### src/rtl/lcd_seq_pkg.sv
package lcd_seq_pkg;
  typedef logic [2:0] lvl_t;

  // code k = VLCD - k*Vop/B; B is 3 (4 commons) or 4 (8 commons)
  function automatic lvl_t bias_top(input logic b4);
    return b4 ? 3'd4 : 3'd3;
  endfunction

  function automatic lvl_t com_code(input logic sel, input logic pol, input logic b4);
    lvl_t b;
    b = bias_top(b4);
    if (sel) return pol ? 3'd0 : b;
    return pol ? (b - 3'd1) : 3'd1;
  endfunction

  function automatic lvl_t seg_code(input logic on, input logic pol, input logic b4);
    lvl_t b;
    b = bias_top(b4);
    if (on) return pol ? b : 3'd0;
    return pol ? (b - 3'd2) : 3'd2;
  endfunction
endpackage

### src/rtl/lcd_seq_timer.sv
module lcd_seq_timer #(
  parameter int OSC_HZ   = 32000,
  parameter int FRAME_HZ = 80
) (
  input  logic       clk,
  input  logic       rst,
  input  logic       run,
  input  logic       tick,
  input  logic       duty8,
  input  logic       fast,
  input  logic [1:0] blink_sel,
  output logic       bound,
  output logic       scan_go,
  output logic       vis,
  output logic [2:0] nxt_com,
  output logic       nxt_pol
);
  localparam int SLOT_BASE = OSC_HZ / (FRAME_HZ * 4);
  localparam int TW        = $clog2(SLOT_BASE + 1);
  localparam int BW        = $clog2(OSC_HZ + 1);

  logic [TW-1:0] tcnt, len_m1;
  logic [BW-1:0] bcnt, half_m1;
  logic [2:0]    cur, last;
  logic          pol, run_q;

  always_comb begin
    case ({duty8, fast})
      2'b00:          len_m1 = TW'(SLOT_BASE - 1);
      2'b01, 2'b10:   len_m1 = TW'(SLOT_BASE / 2 - 1);
      default:        len_m1 = TW'(SLOT_BASE / 4 - 1);
    endcase
    case (blink_sel)
      2'b01:   half_m1 = BW'(OSC_HZ / 4 - 1);
      2'b10:   half_m1 = BW'(OSC_HZ / 2 - 1);
      default: half_m1 = BW'(OSC_HZ - 1);
    endcase
  end

  assign last    = duty8 ? 3'd7 : 3'd3;
  assign nxt_com = (cur == last) ? 3'd0 : cur + 3'd1;
  assign nxt_pol = (cur == last) ? ~pol : pol;
  assign bound   = run & tick & (tcnt == len_m1);

  // slot / frame sequencing, restarted whenever the display is dark
  always_ff @(posedge clk) begin
    if (rst || !run) begin
      tcnt <= '0;
      cur  <= last;
      pol  <= 1'b1;
    end else if (tick) begin
      if (tcnt == len_m1) begin
        tcnt <= '0;
        cur  <= nxt_com;
        pol  <= nxt_pol;
      end else begin
        tcnt <= tcnt + TW'(1);
      end
    end
  end

  // prefetch trigger: display turn-on or right after a boundary
  always_ff @(posedge clk) begin
    if (rst) begin
      run_q   <= 1'b0;
      scan_go <= 1'b0;
    end else begin
      run_q   <= run;
      scan_go <= run & (~run_q | bound);
    end
  end

  // whole-display blink phase
  always_ff @(posedge clk) begin
    if (rst || !run || blink_sel == 2'b00) begin
      bcnt <= '0;
      vis  <= 1'b1;
    end else if (tick) begin
      if (bcnt >= half_m1) begin
        bcnt <= '0;
        vis  <= ~vis;
      end else begin
        bcnt <= bcnt + BW'(1);
      end
    end
  end
endmodule

### src/rtl/lcd_seq_scan.sv
module lcd_seq_scan #(
  parameter int N_ROWS = 52,
  parameter int N_SEG  = N_ROWS + 4,
  parameter int AW     = $clog2(N_ROWS)
) (
  input  logic             clk,
  input  logic             rst,
  input  logic             run,
  input  logic             go,
  input  logic             duty8,
  input  logic [2:0]       com_sel,
  output logic [AW-1:0]    rd_addr,
  input  logic [7:0]       rd_data,
  output logic [N_SEG-1:0] seg_bits
);
  logic          busy, cap_vld;
  logic [AW-1:0] cap_addr, last_row;
  logic [2:0]    com_q;

  assign last_row = duty8 ? AW'(N_ROWS - 1) : AW'(N_SEG / 2 - 1);

  always_ff @(posedge clk) begin
    if (rst || !run) begin
      busy    <= 1'b0;
      rd_addr <= '0;
      com_q   <= '0;
    end else if (go) begin
      busy    <= 1'b1;
      rd_addr <= '0;
      com_q   <= com_sel;
    end else if (busy) begin
      if (rd_addr == last_row) begin
        busy    <= 1'b0;
        rd_addr <= '0;
      end else begin
        rd_addr <= rd_addr + AW'(1);
      end
    end
  end

  always_ff @(posedge clk) begin
    if (rst) begin
      cap_vld  <= 1'b0;
      cap_addr <= '0;
    end else begin
      cap_vld  <= busy & run;
      cap_addr <= rd_addr;
    end
  end

  // one shadow bit per segment; each knows which row and bit feed it
  for (genvar n = 0; n < N_SEG; n++) begin : g_seg
    localparam logic ODD  = 1'(n % 2);
    localparam int   ROW4 = n / 2;
    if (n >= 4) begin : g_both
      localparam int ROW8 = n - 4;
      always_ff @(posedge clk) begin
        if (rst) seg_bits[n] <= 1'b0;
        else if (cap_vld) begin
          if (duty8 && cap_addr == AW'(ROW8))
            seg_bits[n] <= rd_data[com_q];
          else if (!duty8 && cap_addr == AW'(ROW4))
            seg_bits[n] <= rd_data[{ODD, com_q[1:0]}];
        end
      end
    end else begin : g_low
      always_ff @(posedge clk) begin
        if (rst) seg_bits[n] <= 1'b0;
        else if (cap_vld && !duty8 && cap_addr == AW'(ROW4))
          seg_bits[n] <= rd_data[{ODD, com_q[1:0]}];
      end
    end
  end
endmodule

### src/rtl/lcd_seq_drive.sv
module lcd_seq_drive
  import lcd_seq_pkg::*;
#(
  parameter int N_ROWS = 52,
  parameter int N_SEG  = N_ROWS + 4
) (
  input  logic               clk,
  input  logic               rst,
  input  logic               run,
  input  logic               bound,
  input  logic               duty8,
  input  logic [2:0]         nxt_com,
  input  logic               nxt_pol,
  input  logic               vis,
  input  logic [N_SEG-1:0]   seg_bits,
  output logic [11:0]        com_lvl,
  output logic [11:0]        shr_lvl,
  output logic [3*N_ROWS-1:0] seg_lvl
);
  for (genvar i = 0; i < 4; i++) begin : g_lo
    always_ff @(posedge clk) begin
      if (rst || !run) begin
        com_lvl[3*i +: 3] <= '0;
        shr_lvl[3*i +: 3] <= '0;
      end else if (bound) begin
        com_lvl[3*i +: 3] <= com_code(nxt_com == 3'(i), nxt_pol, duty8);
        shr_lvl[3*i +: 3] <= duty8 ? com_code(nxt_com == 3'(i + 4), nxt_pol, duty8)
                                   : seg_code(seg_bits[i] & vis, nxt_pol, duty8);
      end
    end
  end

  for (genvar j = 0; j < N_ROWS; j++) begin : g_seg
    always_ff @(posedge clk) begin
      if (rst || !run)  seg_lvl[3*j +: 3] <= '0;
      else if (bound)   seg_lvl[3*j +: 3] <= seg_code(seg_bits[j + 4] & vis, nxt_pol, duty8);
    end
  end
endmodule

### src/rtl/lcd_level_seq.sv
module lcd_level_seq #(
  parameter int OSC_HZ   = 32000,
  parameter int FRAME_HZ = 80,
  parameter int N_ROWS   = 52,
  parameter int AW       = $clog2(N_ROWS)
) (
  input  logic                clk,
  input  logic                rst,
  input  logic                tick,
  input  logic                sys_on,
  input  logic                disp_en,
  input  logic                duty8,
  input  logic                frame_fast,
  input  logic [1:0]          blink_sel,
  output logic [AW-1:0]       ram_rd_addr,
  input  logic [7:0]          ram_rd_data,
  output logic [11:0]         com_lvl,
  output logic [11:0]         shr_lvl,
  output logic [3*N_ROWS-1:0] seg_lvl
);
  localparam int N_SEG = N_ROWS + 4;

  logic             run, bound, scan_go, vis, nxt_pol;
  logic [2:0]       nxt_com;
  logic [N_SEG-1:0] seg_bits;

  assign run = sys_on & disp_en;

  lcd_seq_timer #(.OSC_HZ(OSC_HZ), .FRAME_HZ(FRAME_HZ)) timer_i (
    .clk(clk), .rst(rst), .run(run), .tick(tick), .duty8(duty8),
    .fast(frame_fast), .blink_sel(blink_sel), .bound(bound),
    .scan_go(scan_go), .vis(vis), .nxt_com(nxt_com), .nxt_pol(nxt_pol)
  );

  lcd_seq_scan #(.N_ROWS(N_ROWS), .N_SEG(N_SEG), .AW(AW)) scan_i (
    .clk(clk), .rst(rst), .run(run), .go(scan_go), .duty8(duty8),
    .com_sel(nxt_com), .rd_addr(ram_rd_addr), .rd_data(ram_rd_data),
    .seg_bits(seg_bits)
  );

  lcd_seq_drive #(.N_ROWS(N_ROWS), .N_SEG(N_SEG)) drive_i (
    .clk(clk), .rst(rst), .run(run), .bound(bound), .duty8(duty8),
    .nxt_com(nxt_com), .nxt_pol(nxt_pol), .vis(vis), .seg_bits(seg_bits),
    .com_lvl(com_lvl), .shr_lvl(shr_lvl), .seg_lvl(seg_lvl)
  );
endmodule

### config.mk
export PLATFORM = sky130hd
export DESIGN_NAME = lcd_level_seq
export DESIGN_NICKNAME = d
export VERILOG_FILES = /design/src/rtl/lcd_seq_pkg.sv /design/src/rtl/lcd_seq_timer.sv /design/src/rtl/lcd_seq_scan.sv /design/src/rtl/lcd_seq_drive.sv /design/src/rtl/lcd_level_seq.sv
export SDC_FILE = /design/constraint.sdc
export NUM_CORES = 1
export LEC_CHECK = 0
export BUFFER_PORTS_ARGS = -buffer_cell sky130_fd_sc_hd__buf_2
export CORE_MARGIN = 1
export CORE_UTILIZATION = 50
export DETAILED_ROUTE_END_ITERATION = 16
export GPL_TIMING_DRIVEN = 0
export PLACE_DENSITY = 0.73
export SYNTH_ARGS = -nofsm -noshare
export SYNTH_HDL_FRONTEND = slang
export SYNTH_SLANG_ARGS = --single-unit
### constraint.sdc
create_clock -name clk -period 4.42 [get_ports clk]
set_input_delay 1.326 -clock clk [delete_from_list [all_inputs] [get_ports clk]]
set_output_delay 1.326 -clock clk [all_outputs]
set_load 0.02 [all_outputs]
==> results.json, run 1 <==
{
  "wl_per_cell_um": 19.6,
  "worstHoldStart": "timer_i.run_q",
  "wl_mm": 37.9,
  "gp_congestion": 0.974,
  "r2r_start": "timer_i.cur[0]",
  "max_freq_mhz": 307,
  "synth-seq-cells": 231,
  "cts.htree.levels": 1,
  "drc": 0,
  "avgViaCountPerCell": 5.77,
  "die_w_um": 153,
  "synth_top_area_frac": 0.399,
  "max_slew_margin": 0.115,
  "cts_hold_buffers": 0,
  "hold_viol_final": 0,
  "clk_latency_ns": 0.55,
  "preCtsSetupSlack_ns": 0.649,
  "cp_slowest_cell": "nor4_2",
  "worstPathCellList": "buf_2, nor3b_1, a31oi_1, nor4_2, buf_2, nand3_1, a21oi_1",
  "fin_crit_ns": 3.26,
  "synth_edf_count": 3,
  "fp.coreArea_sq_um": 22100,
  "holdWs_ns": 0.402,
  "worstPathMaxFanout": 10,
  "syn-cell-area_sq_um": 11400,
  "antennaDiodeCount": 0,
  "syn_inst": 1412,
  "ys_types": 62,
  "ir_worst_vdd_v": 0.000328,
  "critPathArrivalTime_ns": 3.72,
  "crit_buf_inv": 2,
  "drive_gt1_frac": 0.213,
  "ys_top_cells_by_count": "dfxtp_1, nand2_1, a21oi_1",
  "startpoint_type": "input pin",
  "finalNetCount": 1672,
  "ctsResizeCount": 0,
  "crit_family": "simple AND/OR/NAND/NOR gates",
  "cts_buffers": 24,
  "setup_violations": 0,
  "cts_tree": "built",
  "die-area_sq_um": 23500,
  "leakagePower_nw": 5.64,
  "worst_pin_slew_ns": 1.32,
  "worstSetupEndpointType": "flop",
  "hold_path.class": "reg2reg",
  "rows": 54,
  "synthFlopType": "dfxtp_1",
  "worstSetupStartpoint": "duty8",
  "clk_path_buf_depth": 3,
  "drv_slew": 0,
  "dieHeight_um": 153,
  "final_antenna_net_count": 0,
  "cts_sinks": 231,
  "grt_pass1_wl_mm": 59.1,
  "post-cts-setup-buffers": 0,
  "yosys_warnings": 0,
  "syn_avg_cell_area_sq_um": 8.10,
  "synth_top_area_cell": "dfxtp_1",
  "initial_core_util": 0.517,
  "cts_root_buf": "clkbuf_16",
  "ioPinCount": 203,
  "setup_tns_ns": 0,
  "numPortBuffers": 201,
  "cpMostUsedCell": "buf_2",
  "rsz0062_at_grt": "no",
  "path_class": "in2reg",
  "overflow": 0,
  "detailed_place_hpwl_mm": 28.1,
  "synth_area_leaders": "dfxtp_1, a21oi_1, xnor2_1",
  "path_clk_slew_ns": 0.06,
  "antenna_found_initial": 0,
  "cpPeakStageDelay_ns": 1.13,
  "period_share": 0.738,
  "synth.most_common_cell": "dfxtp_1",
  "initialDrtViolationCount": 890,
  "final.setup.worst_slack_ns": 1.16,
  "max-cap-violations": 0,
  "grt_max_degree": 54,
  "required_ns": 4.87,
  "fin_skew_ns": 0.0194,
  "first_global_vias": 10300,
  "status": "complete, no violations",
  "powerDensity_nw_per_um2": 324,
  "ys_seq_area_frac": 0.407,
  "syn-num-nets": 1445,
  "vias": 11200,
  "synthArstFlopShare": 0,
  "syn_to_final_growth_pct": 18.8,
  "firstDrtPassIters": 5,
  "track_usage": 0.321
}
layout make-up:
class | count | area [sq um]
plain buffers | 162 | 867
multi-input cells | 1001 | 5840
repair buffers | 201 | 1010
clock inverters | 9 | 91.3
well taps | 280 | 350
clock buffers | 34 | 699
inverters | 18 | 67.6
fillers | 2003 | 8510
flip-flops and latches | 231 | 4660
path summary, 6_finish.rpt:
path                               to  slack [ns]  cells after the start
setup reg to reg  drive_i.seg_lvl[89]        1.68                      9
hold reg to reg       timer_i.scan_go        0.40                      1
hold / removal        timer_i.scan_go        0.40                      1
setup / recovery  drive_i.seg_lvl[68]        1.16                      7
cell families after synthesis:
logic type,count (synthesis),synth area share
fa+ha+maj,18,0.0193
xor+xnor,88,0.0674
buf+inv,180,0.0818
flops,231,0.407
simple gates,517,0.216
mux,47,0.0439
compound gates,331,0.165
layout by cell type, fill, tap and decap left out, drive strengths merged, types with 5 or more instances in the layout:
| cell type | n |
|---|---|
| o21a | 6 |
| dfxtp | 228 |
| and2 | 5 |
| inv | 17 |
| a311oi | 14 |
| mux2 | 5 |
| clkbuf | 100 |
| a31oi | 9 |
| buf | 297 |
| o21ai | 83 |
| o22ai | 17 |
| nand3 | 52 |
| or3 | 5 |
| xor2 | 14 |
| and4 | 6 |
| nand2 | 166 |
| nor3 | 29 |
| mux2i | 40 |
| nand3b | 6 |
| o211a | 6 |
| a211oi | 8 |
| clkinv | 8 |
| nand4 | 26 |
| or2 | 5 |
| nor4 | 7 |
| xnor2 | 74 |
| and3 | 10 |
| ha | 16 |
| nor2b | 22 |
| nand2b | 23 |
| a21oi | 165 |
| nor2 | 135 |
state kept, by name, summed over array words and instances, names as in the netlist, 3 cells and up:
signal	cells
drive_i.seg_lvl	105
scan_i.seg_bits	56
timer_i.bcnt	15
drive_i.com_lvl	12
drive_i.shr_lvl	12
timer_i.tcnt	7
scan_i.cap_addr	6
scan_i.rd_addr	6
scan_i.com_q	3
timer_i.cur	3
per-stage QoR:
step	area (sq um)	total power, mW	util	cells
final	13600	4.40	0.615	1936
after global routing	13600	4.52	0.615	1936
after CTS	13600	4.41	0.615	1936
after detailed placement	12800	2.40	0.579	1893
after global placement	12800	2.39	0.579	1893
after floorplan	11400	2.32	-	1412
metal layers:
metal,part of all wire,up-vias,global-route usage
li1,-,5293,-
met1,0.44,5190,0.440
met2,0.44,598,0.500
met3,0.091,83,0.0527
met4,0.036,0,0.132
met5,0,-,0
where the power goes:
group	internal [mW]	switching (mW)	total [mW]
sequential	2.09	0.00419	2.09
clock	1.17	0.881	2.05
combinational	0.0862	0.178	0.264
total	3.34	1.06	4.40
Note: power is estimated with default switching activity, not from simulation.
==> inputs of run 2 (changes only) <==
--- a/config.mk
+++ b/config.mk
@@ -10,7 +10,7 @@
 export CORE_UTILIZATION = 50
 export DETAILED_ROUTE_END_ITERATION = 16
 export GPL_TIMING_DRIVEN = 0
-export PLACE_DENSITY = 0.73
+export PLACE_DENSITY = 0.75
 export SYNTH_ARGS = -nofsm -noshare
 export SYNTH_HDL_FRONTEND = slang
 export SYNTH_SLANG_ARGS = --single-unit
==> constraint.sdc (replaced) <==
create_clock -name clk -period 2.81 [get_ports clk]
set_input_delay 0.843 -clock clk [delete_from_list [all_inputs] [get_ports clk]]
set_output_delay 0.843 -clock clk [all_outputs]
set_load 0.02 [all_outputs]
==> results.json, run 2 (synthesized netlist as in run 1, its figures left out) <==
{
  "drive_gt1_frac": 0.214,
  "track_usage": 0.322,
  "ctsResizeCount": 1,
  "critPathArrivalTime_ns": 3.26,
  "required_ns": 3.23,
  "crit_buf_inv": 2,
  "final_antenna_net_count": 0,
  "rows": 54,
  "rsz0062_at_grt": "yes",
  "crit_family": "simple AND/OR/NAND/NOR gates",
  "clk_path_buf_depth": 3,
  "antennaDiodeCount": 0,
  "initial_core_util": 0.517,
  "largest_reg_flops": 105,
  "fin_crit_ns": 2.84,
  "worst_pin_slew_ns": 1.38,
  "place_inst": 1893,
  "max-cap-violations": 0,
  "worstPathMaxFanout": 10,
  "final_cells": 1936,
  "wl_per_cell_um": 19.7,
  "vias": 11100,
  "setup_tns_ns": -0.0256,
  "post-cts-setup-buffers": 0,
  "startpoint_type": "input pin",
  "path_class": "in2reg",
  "max_slew_margin": 0.0696,
  "avgViaCountPerCell": 5.75,
  "cpMostUsedCell": "buf_2",
  "hold_viol_final": 0,
  "design_area_sq_um": 13600,
  "hold_path.class": "reg2reg",
  "worstSetupEndpointType": "flop",
  "syn_to_final_growth_pct": 18.6,
  "max_freq_mhz": 353,
  "postPlaceCellArea_sq_um": 12800,
  "die_w_um": 153,
  "mostFrequentLayoutCell": "buf_2",
  "status": "finished, violations left",
  "firstDrtPassIters": 7,
  "dieHeight_um": 153,
  "first_global_vias": 10400,
  "die-area_sq_um": 23500,
  "cts_buffers": 24,
  "cts_tree": "built",
  "violations": "setup timing",
  "cts_sinks": 231,
  "setup_violations": 1,
  "cts_root_buf": "clkbuf_16",
  "ioPinCount": 203,
  "fin_skew_ns": 0.0156,
  "detailed_place_hpwl_mm": 28.5,
  "cts.htree.levels": 1,
  "ir_worst_vdd_v": 0.000425,
  "grt_max_degree": 54,
  "overflow": 0,
  "cp_slowest_cell": "nor4_2",
  "grt_pass1_wl_mm": 59.1,
  "regMostFlops": "drive_i.seg_lvl",
  "final.setup.worst_slack_ns": -0.0256,
  "layout_common_cells": "buf_2, dfxtp_1, nand2_1",
  "largestRegisters": "drive_i.seg_lvl x105, scan_i.seg_bits x56, timer_i.bcnt x15",
  "numPortBuffers": 201,
  "wl_mm": 38.1,
  "finalNetCount": 1672,
  "fp.coreArea_sq_um": 22100,
  "gp_congestion": 0.953,
  "clk_latency_ns": 0.53,
  "antenna_found_initial": 0,
  "initialDrtViolationCount": 1101,
  "period_share": 1.01,
  "leakagePower_nw": 5.61,
  "powerDensity_nw_per_um2": 502,
  "worstPathCellList": "buf_2, nand2b_1, or2_2, nor4_2, buf_2, o2111ai_1, o211a_1",
  "path_clk_slew_ns": 0.06,
  "cts_hold_buffers": 0,
  "cpPeakStageDelay_ns": 1.03,
  "drv_slew": 0,
  "drc": 0
}
run 2: cell count changes in the layout (fill, tap and decap cells not counted), sizes merged:
cell / delta
clkbuf: -2
clkinvlp: +2
run 2: worst reg2reg max path, stage by stage (launching register included):
cell,delay (ns)
dfxtp_1,0.41
and3b_1,0.19
mux2i_1,0.15
nor4_2,1.14
buf_2,0.42
o2111ai_1,0.18
o211a_1,0.17
run 2: worst paths after layout:
check	startpoint	end	slack (ns)	depth (start not counted)
setup / recovery	tick	drive_i.com_lvl[7]	-0.03	7
hold / removal	timer_i.run_q	timer_i.scan_go	0.41	1
setup reg to reg	timer_i.tcnt[0]	drive_i.com_lvl[7]	0.04	6
hold reg to reg	timer_i.run_q	timer_i.scan_go	0.41	1
run 2: power breakdown:
| group | total (mW) | switching (mW) | internal, mW |
|---|---|---|---|
| sequential | 3.29 | 0.00662 | 3.29 |
| clock | 3.10 | 1.37 | 1.73 |
| combinational | 0.415 | 0.279 | 0.136 |
run 2: layer usage:
| layer | wire (um) | up-vias | share of wire | track usage |
|---|---|---|---|---|
| met5 | 0 | - | 0 | 0 |
| met4 | 1540 | 0 | 0.040 | 0.144 |
| met3 | 3490 | 90 | 0.091 | 0.0646 |
| met2 | 16600 | 581 | 0.44 | 0.504 |
| met1 | 16400 | 5188 | 0.43 | 0.429 |
| li1 | - | 5282 | - | - |
run 2: layout make-up:
cell class                 count  area, sq um
multi-input combinational   1001         5860
timing repair buffer         201         1010
tap                          280          350
fill                        1989         8530
inverter                      18         67.6
sequential                   231         4660
buffer                       162          867
clock inverter                11          103
clock buffer                  32          651
run 2: metrics by stage:
| stage | total power, mW | hold slack, ns | setup slack [ns] | utilization |
|---|---|---|---|---|
| after global routing | 6.99 | 0.429 | -0.0557 | 0.614 |
| final | 6.81 | 0.414 | -0.0256 | 0.614 |
| after detailed placement | 3.77 | 0.399 | -0.453 | 0.579 |
| after floorplan | 3.65 | 0.385 | 0.126 | - |
| after CTS | 6.81 | 0.414 | 0.0889 | 0.613 |
| after global placement | 3.76 | 0.388 | -0.443 | 0.579 |
==> inputs of run 3 (changes only) <==
--- a/config.mk
+++ b/config.mk
@@ -6,11 +6,13 @@
 export NUM_CORES = 1
 export LEC_CHECK = 0
 export BUFFER_PORTS_ARGS = -buffer_cell sky130_fd_sc_hd__buf_2
+export CELL_PAD_IN_SITES_DETAIL_PLACEMENT = 0
+export CELL_PAD_IN_SITES_GLOBAL_PLACEMENT = 2
 export CORE_MARGIN = 1
-export CORE_UTILIZATION = 50
+export CORE_UTILIZATION = 30
 export DETAILED_ROUTE_END_ITERATION = 16
 export GPL_TIMING_DRIVEN = 0
-export PLACE_DENSITY = 0.75
+export PLACE_DENSITY_LB_ADDON = 0.1
 export SYNTH_ARGS = -nofsm -noshare
 export SYNTH_HDL_FRONTEND = slang
 export SYNTH_SLANG_ARGS = --single-unit
==> constraint.sdc (replaced) <==
create_clock -name clk -period 2.6 [get_ports clk]
set_input_delay 0.78 -clock clk [delete_from_list [all_inputs] [get_ports clk]]
set_output_delay 0.78 -clock clk [all_outputs]
set_load 0.02 [all_outputs]
==> results.json, run 3 (synthesized netlist as in run 1, its figures left out) <==
{
  "antennaDiodeCount": 0,
  "fin_crit_ns": 2.50,
  "cts_tree": "built",
  "fill_cells": 4013,
  "track_usage": 0.231,
  "hold_viol_final": 0,
  "ir_worst_vdd_v": 0.000478,
  "final_antenna_net_count": 0,
  "wl_per_cell_um": 20.7,
  "required_ns": 2.84,
  "period_share": 0.962,
  "largest_reg_flops": 105,
  "clk_latency_ns": 0.57,
  "wl_mm": 45.0,
  "p_switching_mw": 1.99,
  "internal_power_mw": 6.01,
  "cts_buffers": 28,
  "drive_gt1_frac": 0.229,
  "drc": 0,
  "worstReg2RegEnd": "scan_i.seg_bits[51]",
  "worstPathCellList": "buf_2, nor3b_1, a31oi_2, or4_1, buf_2, nand2_2, buf_4",
  "pwr-share-clk": 0.496,
  "hold_path.class": "reg2reg",
  "path_class": "in2reg",
  "crit_buf_inv": 3,
  "largestRegisters": "drive_i.seg_lvl x105, scan_i.seg_bits x56, timer_i.bcnt x15",
  "grt_max_degree": 54,
  "drv_slew": 0,
  "worstHoldStart": "timer_i.run_q",
  "regMostFlops": "drive_i.seg_lvl",
  "power_frac_seq": 0.444,
  "max-cap-violations": 0,
  "initialDrtViolationCount": 687,
  "max_freq_mhz": 400,
  "max_slew_margin": 0.426,
  "first_global_vias": 10500,
  "initial_core_util": 0.304,
  "dieHeight_um": 197,
  "powerDensity_nw_per_um2": 567,
  "vias": 10800,
  "rsz0062_at_grt": "no",
  "grt_pass1_wl_mm": 67.8,
  "fin_skew_ns": 0.0280,
  "detailed_place_hpwl_mm": 33.7,
  "status": "complete, no violations",
  "whs_path_depth": 1,
  "design_area_sq_um": 14100,
  "worst_pin_slew_ns": 0.861,
  "path_clk_slew_ns": 0.06,
  "cpMostUsedCell": "buf_2",
  "cts_root_buf": "clkbuf_16",
  "fp.coreArea_sq_um": 37600,
  "postPlaceCellArea_sq_um": 13100,
  "leakagePower_nw": 5.75,
  "cts.htree.levels": 1,
  "r2r_start": "scan_i.com_q[0]",
  "critPathArrivalTime_ns": 2.74,
  "avgViaCountPerCell": 4.98,
  "worstSetupEndpointType": "flop",
  "syn_to_final_growth_pct": 23.5,
  "cpPeakStageDelay_ns": 0.55,
  "antenna_found_initial": 0,
  "r2r_slack_ns": 0.11,
  "gp_congestion": 0.915,
  "holdWs_ns": 0.399,
  "cp_slowest_cell": "or4_1",
  "die_w_um": 197,
  "finalNetCount": 1678,
  "worst-r2r-cell-count": 5,
  "numPortBuffers": 201,
  "overflow": 0,
  "sw_frac_of_total": 0.249,
  "cts_sinks": 231,
  "startpoint_type": "input pin",
  "rows": 71,
  "mostFrequentLayoutCell": "buf_2",
  "pwr-share-comb": 0.060,
  "die-area_sq_um": 38900,
  "setup_violations": 0,
  "worstPathMaxFanout": 12,
  "crit_family": "simple AND/OR/NAND/NOR gates",
  "layout_common_cells": "buf_2, dfxtp_1, nand2_1, a21oi_1, nor2_1",
  "clk_path_buf_depth": 3,
  "holdPathEnd": "timer_i.scan_go",
  "ioPinCount": 203,
  "firstDrtPassIters": 5
}
run 3: worst reg2reg max path: stages, from the launching register on:
cell and delay, ns:
dfxtp_1 0.41, mux4_2 0.57, buf_2 0.22, mux2i_2 0.58
buf_2 0.42, a311oi_1 0.15
run 3: final cells by class:
cell class	count	area, sq um	share of cell area
Inverter	18	71.3	0.00505
Sequential cell	231	4660	0.330
Clock buffer	38	820	0.0580
Buffer	161	876	0.0620
Clock inverter	14	116	0.00824
Tap cell	511	639	0.0453
Multi-Input combinational cell	1001	5910	0.419
Timing Repair Buffer	204	1030	0.0728
run 3: what timing repair did:
item | CTS | global route
pin swaps | 0 | 1
setup buffers | 0 | 3
gates resized for setup | 10 | 16
setup endpoints to repair | 126 | 72
hold buffers | 0 | 0
run 3: metrics by stage:
| stage | worst slack [ns] | total power [mW] | setup TNS, ns | util | instances |
|---|---|---|---|---|---|
| finish | 0.0980 | 8.01 | 0 | 0.376 | 2178 |
| CTS | 0.0323 | 8.09 | 0 | 0.375 | 2176 |
| global route | 0.0105 | 8.27 | 0 | 0.376 | 2178 |
| detailed placement | -0.886 | 4.11 | -98.40 | 0.349 | 2124 |
| floorplan | 0.0182 | 3.94 | 0 | - | 1412 |
| global placement | -0.888 | 4.11 | -110.63 | 0.348 | 2124 |
run 3: worst max-delay path by stage:
stage,startpoint,endpoint,cells past startpoint
after CTS,sys_on,scan_i.rd_addr[4],8
after global placement,duty8,drive_i.com_lvl[8],8
after detailed placement,duty8,drive_i.com_lvl[11],8
after global routing,scan_i.cap_addr[0],scan_i.seg_bits[31],5
after floorplan,blink_sel[1],timer_i.bcnt[10],9
final,duty8,timer_i.cur[0],7
run 3: routing by layer:
layer	global-route usage	vias up	routed length, um
met2	0.361	320	19500
met1	0.335	5160	22500
met4	0.0637	0	1070
met3	0.0249	57	1960
met5	0	-	0
li1	-	5307	-
run 3: power groups by stage:
stage | Clock, mW | Sequential, mW | Combinational (mW)
6_report | 3.97 | 3.56 | 0.477
5_1_grt | 4.19 | 3.56 | 0.520
4_1_cts | 4.06 | 3.56 | 0.475
3_5_place_dp | 0 | 3.64 | 0.468
3_3_place_gp | 0 | 3.64 | 0.470
2_1_floorplan | 0 | 3.64 | 0.304
